==> src/rtl/poison_rf_pkg.sv <==
package poison_rf_pkg;

    typedef enum logic [1:0] {
        FLT_NONE   = 2'd0,
        FLT_RESUME = 2'd1,
        FLT_FATAL  = 2'd2,
        FLT_FATAL2 = 2'd3
    } fault_class_e;

    typedef enum logic [1:0] {
        CAUSE_NONE   = 2'd0,
        CAUSE_RESUME = 2'd1,
        CAUSE_FATAL  = 2'd2,
        CAUSE_POISON = 2'd3
    } exc_cause_e;

    typedef enum logic [1:0] {
        CTL_NOP   = 2'd0,
        CTL_SET   = 2'd1,
        CTL_CLR   = 2'd2,
        CTL_NOP_B = 2'd3
    } flag_ctl_e;

    typedef enum logic {
        EXS_IDLE  = 1'b0,
        EXS_RAISE = 1'b1
    } exc_state_e;

endpackage

==> src/rtl/prf_storage.sv <==
module prf_storage
    import poison_rf_pkg::*;
#(
    parameter int NREGS  = 32,
    parameter int DATA_W = 32,
    localparam int IDX_W = $clog2(NREGS)
) (
    input  logic                          clk,
    input  logic                          rst_n,
    input  logic                          commit_en,
    input  logic [IDX_W-1:0]              commit_idx,
    input  logic [DATA_W-1:0]             commit_data,
    input  logic                          commit_spec,
    input  logic                          commit_poison,
    input  logic [1:0]                    ctl_op,
    input  logic [IDX_W-1:0]              ctl_idx,
    output logic [NREGS-1:0][DATA_W-1:0]  data_arr,
    output logic [NREGS-1:0]              poison_arr,
    output logic [NREGS-1:0]              spec_arr
);

    flag_ctl_e ctl;
    assign ctl = flag_ctl_e'(ctl_op);

    // entry 0 is hard-wired
    assign data_arr[0]   = '0;
    assign poison_arr[0] = 1'b0;
    assign spec_arr[0]   = 1'b0;

    for (genvar r = 1; r < NREGS; r++) begin : g_entry
        logic hit_wr, hit_ctl;
        assign hit_wr  = commit_en && (commit_idx == IDX_W'(r));
        assign hit_ctl = (ctl_idx == IDX_W'(r));

        always_ff @(posedge clk or negedge rst_n) begin
            if (!rst_n) begin
                data_arr[r]   <= '0;
                poison_arr[r] <= 1'b0;
                spec_arr[r]   <= 1'b0;
            end else begin
                if (hit_wr) begin
                    data_arr[r] <= commit_data;
                    spec_arr[r] <= commit_spec;
                end
                if (hit_ctl && ctl == CTL_SET) begin
                    poison_arr[r] <= 1'b1;
                end else if (hit_ctl && ctl == CTL_CLR) begin
                    poison_arr[r] <= 1'b0;
                end else if (hit_wr) begin
                    poison_arr[r] <= commit_poison;
                end
            end
        end
    end

endmodule

==> src/rtl/prf_rd_port.sv <==
module prf_rd_port #(
    parameter int NREGS  = 32,
    parameter int DATA_W = 32,
    localparam int IDX_W = $clog2(NREGS)
) (
    input  logic [IDX_W-1:0]              idx,
    input  logic [NREGS-1:0][DATA_W-1:0]  data_arr,
    input  logic [NREGS-1:0]              poison_arr,
    input  logic [NREGS-1:0]              spec_arr,
    output logic [DATA_W-1:0]             data,
    output logic                          poison,
    output logic                          spec
);

    always_comb begin
        data   = data_arr[idx];
        poison = poison_arr[idx];
        spec   = spec_arr[idx];
    end

endmodule

==> src/rtl/prf_exc_ctrl.sv <==
module prf_exc_ctrl
    import poison_rf_pkg::*;
#(
    parameter int NREGS = 32,
    localparam int IDX_W = $clog2(NREGS)
) (
    input  logic             clk,
    input  logic             rst_n,
    input  logic             wr_en,
    input  logic [IDX_W-1:0] wr_idx,
    input  logic             wr_spec,
    input  logic [1:0]       wr_exc,
    input  logic             rd_valid,
    input  logic             rd_spec,
    input  logic [IDX_W-1:0] a_idx,
    input  logic             a_poison,
    input  logic [IDX_W-1:0] b_idx,
    input  logic             b_poison,
    output logic             wr_commit,
    output logic             wr_fatal,
    output logic             exc_req,
    output logic [1:0]       exc_cause,
    output logic [IDX_W-1:0] exc_reg
);

    fault_class_e flt;
    exc_state_e   state_q, state_d;
    exc_cause_e   cause_d, cause_q;
    logic [IDX_W-1:0] reg_d, reg_q;
    logic             wr_raise, rd_raise, evt;

    assign flt       = fault_class_e'(wr_exc);
    assign wr_fatal  = (flt == FLT_FATAL) || (flt == FLT_FATAL2);
    assign wr_raise  = wr_en && ((flt == FLT_RESUME) || (wr_fatal && !wr_spec));
    assign wr_commit = wr_en && !wr_raise;
    assign rd_raise  = rd_valid && !rd_spec && (a_poison || b_poison);
    assign evt       = wr_raise || rd_raise;

    // event selection: write fault outranks poison consumption
    always_comb begin
        cause_d = CAUSE_NONE;
        reg_d   = '0;
        if (wr_raise) begin
            cause_d = (flt == FLT_RESUME) ? CAUSE_RESUME : CAUSE_FATAL;
            reg_d   = wr_idx;
        end else if (rd_raise) begin
            cause_d = CAUSE_POISON;
            if (a_poison && b_poison) begin
                reg_d = (a_idx < b_idx) ? a_idx : b_idx;
            end else if (a_poison) begin
                reg_d = a_idx;
            end else begin
                reg_d = b_idx;
            end
        end
    end

    always_comb begin
        state_d = state_q;
        unique case (state_q)
            EXS_IDLE:  state_d = evt ? EXS_RAISE : EXS_IDLE;
            EXS_RAISE: state_d = evt ? EXS_RAISE : EXS_IDLE;
            default:   state_d = EXS_IDLE;
        endcase
    end

    always_ff @(posedge clk or negedge rst_n) begin
        if (!rst_n) begin
            state_q <= EXS_IDLE;
            cause_q <= CAUSE_NONE;
            reg_q   <= '0;
        end else begin
            state_q <= state_d;
            cause_q <= cause_d;
            reg_q   <= reg_d;
        end
    end

    always_comb begin
        exc_req   = 1'b0;
        exc_cause = CAUSE_NONE;
        exc_reg   = '0;
        unique case (state_q)
            EXS_IDLE: begin
                exc_req = 1'b0;
            end
            EXS_RAISE: begin
                exc_req   = 1'b1;
                exc_cause = cause_q;
                exc_reg   = reg_q;
            end
            default: begin
                exc_req = 1'b0;
            end
        endcase
    end

endmodule

==> src/rtl/poison_regfile.sv <==
module poison_regfile
    import poison_rf_pkg::*;
#(
    parameter int NREGS  = 32,
    parameter int DATA_W = 32,
    localparam int IDX_W = $clog2(NREGS)
) (
    input  logic              clk,
    input  logic              rst_n,
    input  logic              rd_valid,
    input  logic              rd_spec,
    input  logic [IDX_W-1:0]  rd_a_idx,
    input  logic [IDX_W-1:0]  rd_b_idx,
    output logic [DATA_W-1:0] rd_a_data,
    output logic              rd_a_poison,
    output logic              rd_a_spec,
    output logic [DATA_W-1:0] rd_b_data,
    output logic              rd_b_poison,
    output logic              rd_b_spec,
    output logic              src_poison,
    input  logic              wr_en,
    input  logic [IDX_W-1:0]  wr_idx,
    input  logic [DATA_W-1:0] wr_data,
    input  logic              wr_spec,
    input  logic [1:0]        wr_exc,
    input  logic              wr_src_poison,
    input  logic [1:0]        ctl_op,
    input  logic [IDX_W-1:0]  ctl_idx,
    output logic              exc_req,
    output logic [1:0]        exc_cause,
    output logic [IDX_W-1:0]  exc_reg
);

    localparam int NPORTS = 2;

    logic [NREGS-1:0][DATA_W-1:0] data_arr;
    logic [NREGS-1:0]             poison_arr, spec_arr;
    logic                         wr_commit, wr_fatal, commit_poison;

    logic [NPORTS-1:0][IDX_W-1:0]  p_idx;
    logic [NPORTS-1:0][DATA_W-1:0] p_data;
    logic [NPORTS-1:0]             p_poison, p_spec;

    assign p_idx[0] = rd_a_idx;
    assign p_idx[1] = rd_b_idx;

    for (genvar p = 0; p < NPORTS; p++) begin : g_port
        prf_rd_port #(.NREGS(NREGS), .DATA_W(DATA_W)) port_i (
            .idx        (p_idx[p]),
            .data_arr   (data_arr),
            .poison_arr (poison_arr),
            .spec_arr   (spec_arr),
            .data       (p_data[p]),
            .poison     (p_poison[p]),
            .spec       (p_spec[p])
        );
    end

    assign rd_a_data   = p_data[0];
    assign rd_a_poison = p_poison[0];
    assign rd_a_spec   = p_spec[0];
    assign rd_b_data   = p_data[1];
    assign rd_b_poison = p_poison[1];
    assign rd_b_spec   = p_spec[1];
    assign src_poison  = |p_poison;

    // a speculative writer parks its fatal fault or inherited poison
    assign commit_poison = wr_spec && (wr_fatal || wr_src_poison);

    prf_exc_ctrl #(.NREGS(NREGS)) exc_i (
        .clk       (clk),
        .rst_n     (rst_n),
        .wr_en     (wr_en),
        .wr_idx    (wr_idx),
        .wr_spec   (wr_spec),
        .wr_exc    (wr_exc),
        .rd_valid  (rd_valid),
        .rd_spec   (rd_spec),
        .a_idx     (rd_a_idx),
        .a_poison  (p_poison[0]),
        .b_idx     (rd_b_idx),
        .b_poison  (p_poison[1]),
        .wr_commit (wr_commit),
        .wr_fatal  (wr_fatal),
        .exc_req   (exc_req),
        .exc_cause (exc_cause),
        .exc_reg   (exc_reg)
    );

    prf_storage #(.NREGS(NREGS), .DATA_W(DATA_W)) store_i (
        .clk           (clk),
        .rst_n         (rst_n),
        .commit_en     (wr_commit),
        .commit_idx    (wr_idx),
        .commit_data   (wr_data),
        .commit_spec   (wr_spec),
        .commit_poison (commit_poison),
        .ctl_op        (ctl_op),
        .ctl_idx       (ctl_idx),
        .data_arr      (data_arr),
        .poison_arr    (poison_arr),
        .spec_arr      (spec_arr)
    );

endmodule

==> config.mk <==
export PLATFORM = sky130hd
export DESIGN_NAME = poison_regfile
export DESIGN_NICKNAME = d
export VERILOG_FILES = /design/src/rtl/poison_rf_pkg.sv /design/src/rtl/prf_storage.sv /design/src/rtl/prf_rd_port.sv /design/src/rtl/prf_exc_ctrl.sv /design/src/rtl/poison_regfile.sv
export SDC_FILE = /design/constraint.sdc
export NUM_CORES = 2
export LEC_CHECK = 0
export BUFFER_PORTS_ARGS = -buffer_cell sky130_fd_sc_hd__buf_2
export CORE_UTILIZATION = 45
export DETAILED_ROUTE_END_ITERATION = 7
export PLACE_DENSITY = 0.72
export SLEW_MARGIN = 20
export SYNTH_ARGS = -nofsm -noshare
export SYNTH_HDL_FRONTEND = slang
export SYNTH_HIERARCHICAL = 1
export SYNTH_SLANG_ARGS = --single-unit
export TNS_END_PERCENT = 20
==> constraint.sdc <==
create_clock -name clk -period 2.19 [get_ports clk]
set_input_delay 0.3285 -clock clk [delete_from_list [all_inputs] [get_ports clk]]
set_output_delay 0.3285 -clock clk [all_outputs]
set_load 0.03 [all_outputs]
==> results_dict.tcl <==
set metrics [dict create \
    routed_wirelength_um 187000 \
    synth_simple_gate_area_share_pct 4.84 \
    path_buf_inv 1 \
    rsz0062_at_grt "yes" \
    root_buffer "clkbuf_16" \
    synth.avg_cell_area_um2 11.9 \
    gr-total-overflow 0 \
    cts_tree "yes" \
    violations "setup timing" \
    vdd_drop_max_uv 647 \
    ios 140 \
    slowest_stage "dfrtp_1" \
    final_area_um2 71700 \
    tightest_slew_ns 0.765 \
    drv_cap 0 \
    yosysMostFrequentCell "mux2i_1" \
    r2r-start "store_i/poison_arr[2]" \
    final_nets 5392 \
    p_per_area_nw_per_um2 772 \
    finalWorstSetupSlack_ns -0.549 \
    cp-end-kind "output pin" \
    synth_top_family_by_area "multiplexers" \
    path_clk_slew_ns 0.07 \
    leakage_nw 34.9 \
    vias_per_cell 6.15 \
    hold_path.class "input port to register" \
    yosysWarningCount 6 \
    port_buffers 139 \
    cp-start-kind "register" \
    core_um2 132000 \
    hold_depth 3 \
    synthesis.area_um2 59800 \
    synth_edf_count 0 \
    grt_max_degree 79 \
    grt_pass1_wl_um 284000 \
    clock_skew_ns 0.0217 \
    synth_compound_area_share_pct 7.50 \
    first_pass_iters 6 \
    status "finished, violations left" \
    maxSlewViolCount 0 \
    vias 44100 \
    syn_to_final_growth_pct 19.9 \
    critical-path-top-delay-family "simple AND/OR/NAND/NOR gates" \
    ys_async_sr_fraction_pct 100 \
    finalSetupTns_ns -18.80 \
    htreeDepth 3 \
    antenna_found_initial 7 \
    synth_cell_type_count 46 \
    drive_gt1_share_pct 36.0 \
    yosys.area.top_type "dfrtp_1" \
    slowest_delay_ns 0.43 \
    synth.area.mux_share_pct 38.1 \
    fillers 10800 \
    synth_top_area_share_pct 44.5 \
    first_iter_violations 4278 \
    start_util_pct 45.4 \
    die_h_um 366 \
    synth_cells 5020 \
    setup_viol 82 \
    grt_pass1_vias 45500 \
    crit_arrival_ns 2.41 \
    final_cells 7177 \
    finalCriticalPeriod_ns 2.74 \
    critical_path_depth 7 \
    slew_headroom_pct 48.8 \
    synthFlopType "dfrtp_1" \
    wire_per_inst_um 26.0 \
    crit_chain "mux2i_1 > a22o_1 > nor3_1 > a31oi_1 > nand3_2 > or2_1 > buf_6" \
    rr_worst_depth 11 \
    min_from "rd_valid" \
    synth-seq-area-share_pct 44.5 \
    place_inst 6933 \
    clockBufferDepth 3 \
    ys_ff_latch 1062 \
    gp_congestion 0.918 \
    die_x_um 366 \
    postPlaceCellArea_um2 66200 \
    rows 133 \
    hpwl_um 120000 \
    cp-startpoint "store_i/poison_arr[3]" \
    clock_latency_ns 0.76 \
    finalHoldViolations 0 \
    synthTopCellsByCount "mux2i_1 (1123), dfrtp_1 (1062), mux2_2 (952)" \
    required_ns 1.86 \
    synthXorXnorAreaFrac_pct 0 \
    synth_area_leaders "dfrtp_1 (44%), mux2i_1 (19%), mux2_2 (18%), a22oi_1 (2.6%), a22o_1 (2.0%)" \
    drtAntennaViolNets 0 \
    synth_adder_area_share_pct 0.0837 \
    clock-sinks 1062 \
    cts_made_buffers 113 \
    critPathMaxFanout 4 \
    drc 0 \
    grt.total_usage_pct 27.4 \
    critPathKind "register to output pin" \
    final.period_utilization_pct 125 \
    dieArea_um2 134000 \
    max_freq_ghz 0.365 \
]
-- path summary, 6_finish.rpt --
kind	to	slack, ns
worst min-delay path	exc_i/state_q	0.05
max in group asynchronous	store_i/data_arr[376]	1.11
worst max register to register	exc_i/reg_q[2]	-0.03
min in group asynchronous	store_i/data_arr[835]	0.11
worst min register to register	store_i/data_arr[655]	0.52
worst max-delay path	src_poison	-0.55
-- routing by layer --
| layer | global-route usage (%) | vias up | routed length (µm) | part of all wire [%] |
|---|---|---|---|---|
| li1 | - | 19100 | - | - |
| met1 | 35.6 | 22700 | 76000 | 41 |
| met2 | 44.0 | 1738 | 87700 | 47 |
| met3 | 4.37 | 526 | 12900 | 6.9 |
| met4 | 14.4 | 2 | 10300 | 5.5 |
| met5 | 0 | - | 13 | 0.0070 |
-- layout make-up --
type / count / area [µm²] / area share [%]
flip-flops and latches: 1062 / 26600 / 37.1
inverters: 7 / 26.3 / 0.0367
well taps: 1755 / 2200 / 3.06
diodes: 4 / 10.0 / 0.0140
multi-input cells: 3466 / 31300 / 43.7
clock inverters: 55 / 807 / 1.13
repair buffers: 675 / 7610 / 10.6
clock buffers: 153 / 3160 / 4.41
-- cell usage in the layout (no fill, tap or decap), types with 23 or more instances in the layout --
master	n
clkbuf_16	113
nand3_1	176
a31oi_1	42
conb_1	34
nand3_2	27
buf_6	70
buf_2	72
nand2_1	222
dfrtp_1	1062
a22o_1	137
mux2_2	952
buf_4	317
o22ai_1	30
a21oi_1	206
buf_12	190
nor3_1	29
mux2_1	71
nor3_2	35
nor2_1	35
mux2i_1	1123
a22oi_1	204
dlygate4sd3_1	23
-- flip-flops by register name, summed over array words and instances, names as in the netlist --
signal / cells
exc_i/reg_q: 5
store_i/spec_arr: 31
store_i/poison_arr: 31
store_i/data_arr: 992
exc_i/state_q: 1
exc_i/cause_q: 2
-- report_power, final --
part / switching (W) / total (W) / leakage [nW] / internal, W
combinational: 0.00525 / 0.0106 / 18.7 / 0.00534
sequential: 0.00202 / 0.0243 / 14.2 / 0.0222
clock: 0.00844 / 0.0205 / 1.94 / 0.0120
total: 0.0157 / 0.0553 / 34.9 / 0.0396
-- logic make-up after synthesis --
group | count (synthesis)
adders and majority gates | 4
and+or+nand+nor | 623
other | 1
buffers and inverters | 525
DFF | 1062
AOI/OAI and AO/OA | 659
muxes | 2146
-- repair_timing --
action / CTS / global route
hold endpoints to repair: 533 / 0
endpoints found under the setup margin: 69 / 335
buffers inserted: 5 / 10
pin swaps: 45 / 115
gates resized for setup: 147 / 130
gates cloned: 0 / 0
hold buffers: 23 / 0
-- metrics by stage --
step	utilization, %	total power (W)	setup slack (ns)	hold WS (ns)
2_1_floorplan	-	0.0309	-0.193	0.0329
3_3_place_gp	50.3	0.0340	-0.378	0.266
3_5_place_dp	50.3	0.0345	-0.392	0.267
4_1_cts	54.0	0.0553	-0.572	0.00527
5_1_grt	54.4	0.0575	-0.637	0.0653
6_report	54.5	0.0553	-0.549	0.0538
-- worst register-to-register path, cell delays in order (launching register included) --
cell and delay [ns]:
dfrtp_1 0.41, mux2i_1 0.17, a22o_1 0.18, nor3_2 0.04, a31oi_1 0.23, nand3_2 0.15
buf_6 0.16, inv_2 0.04, o21ai_2 0.06, a41oi_4 0.29, mux2i_1 0.26, o21ai_1 0.09
Note: power is estimated with default switching activity, not from simulation.
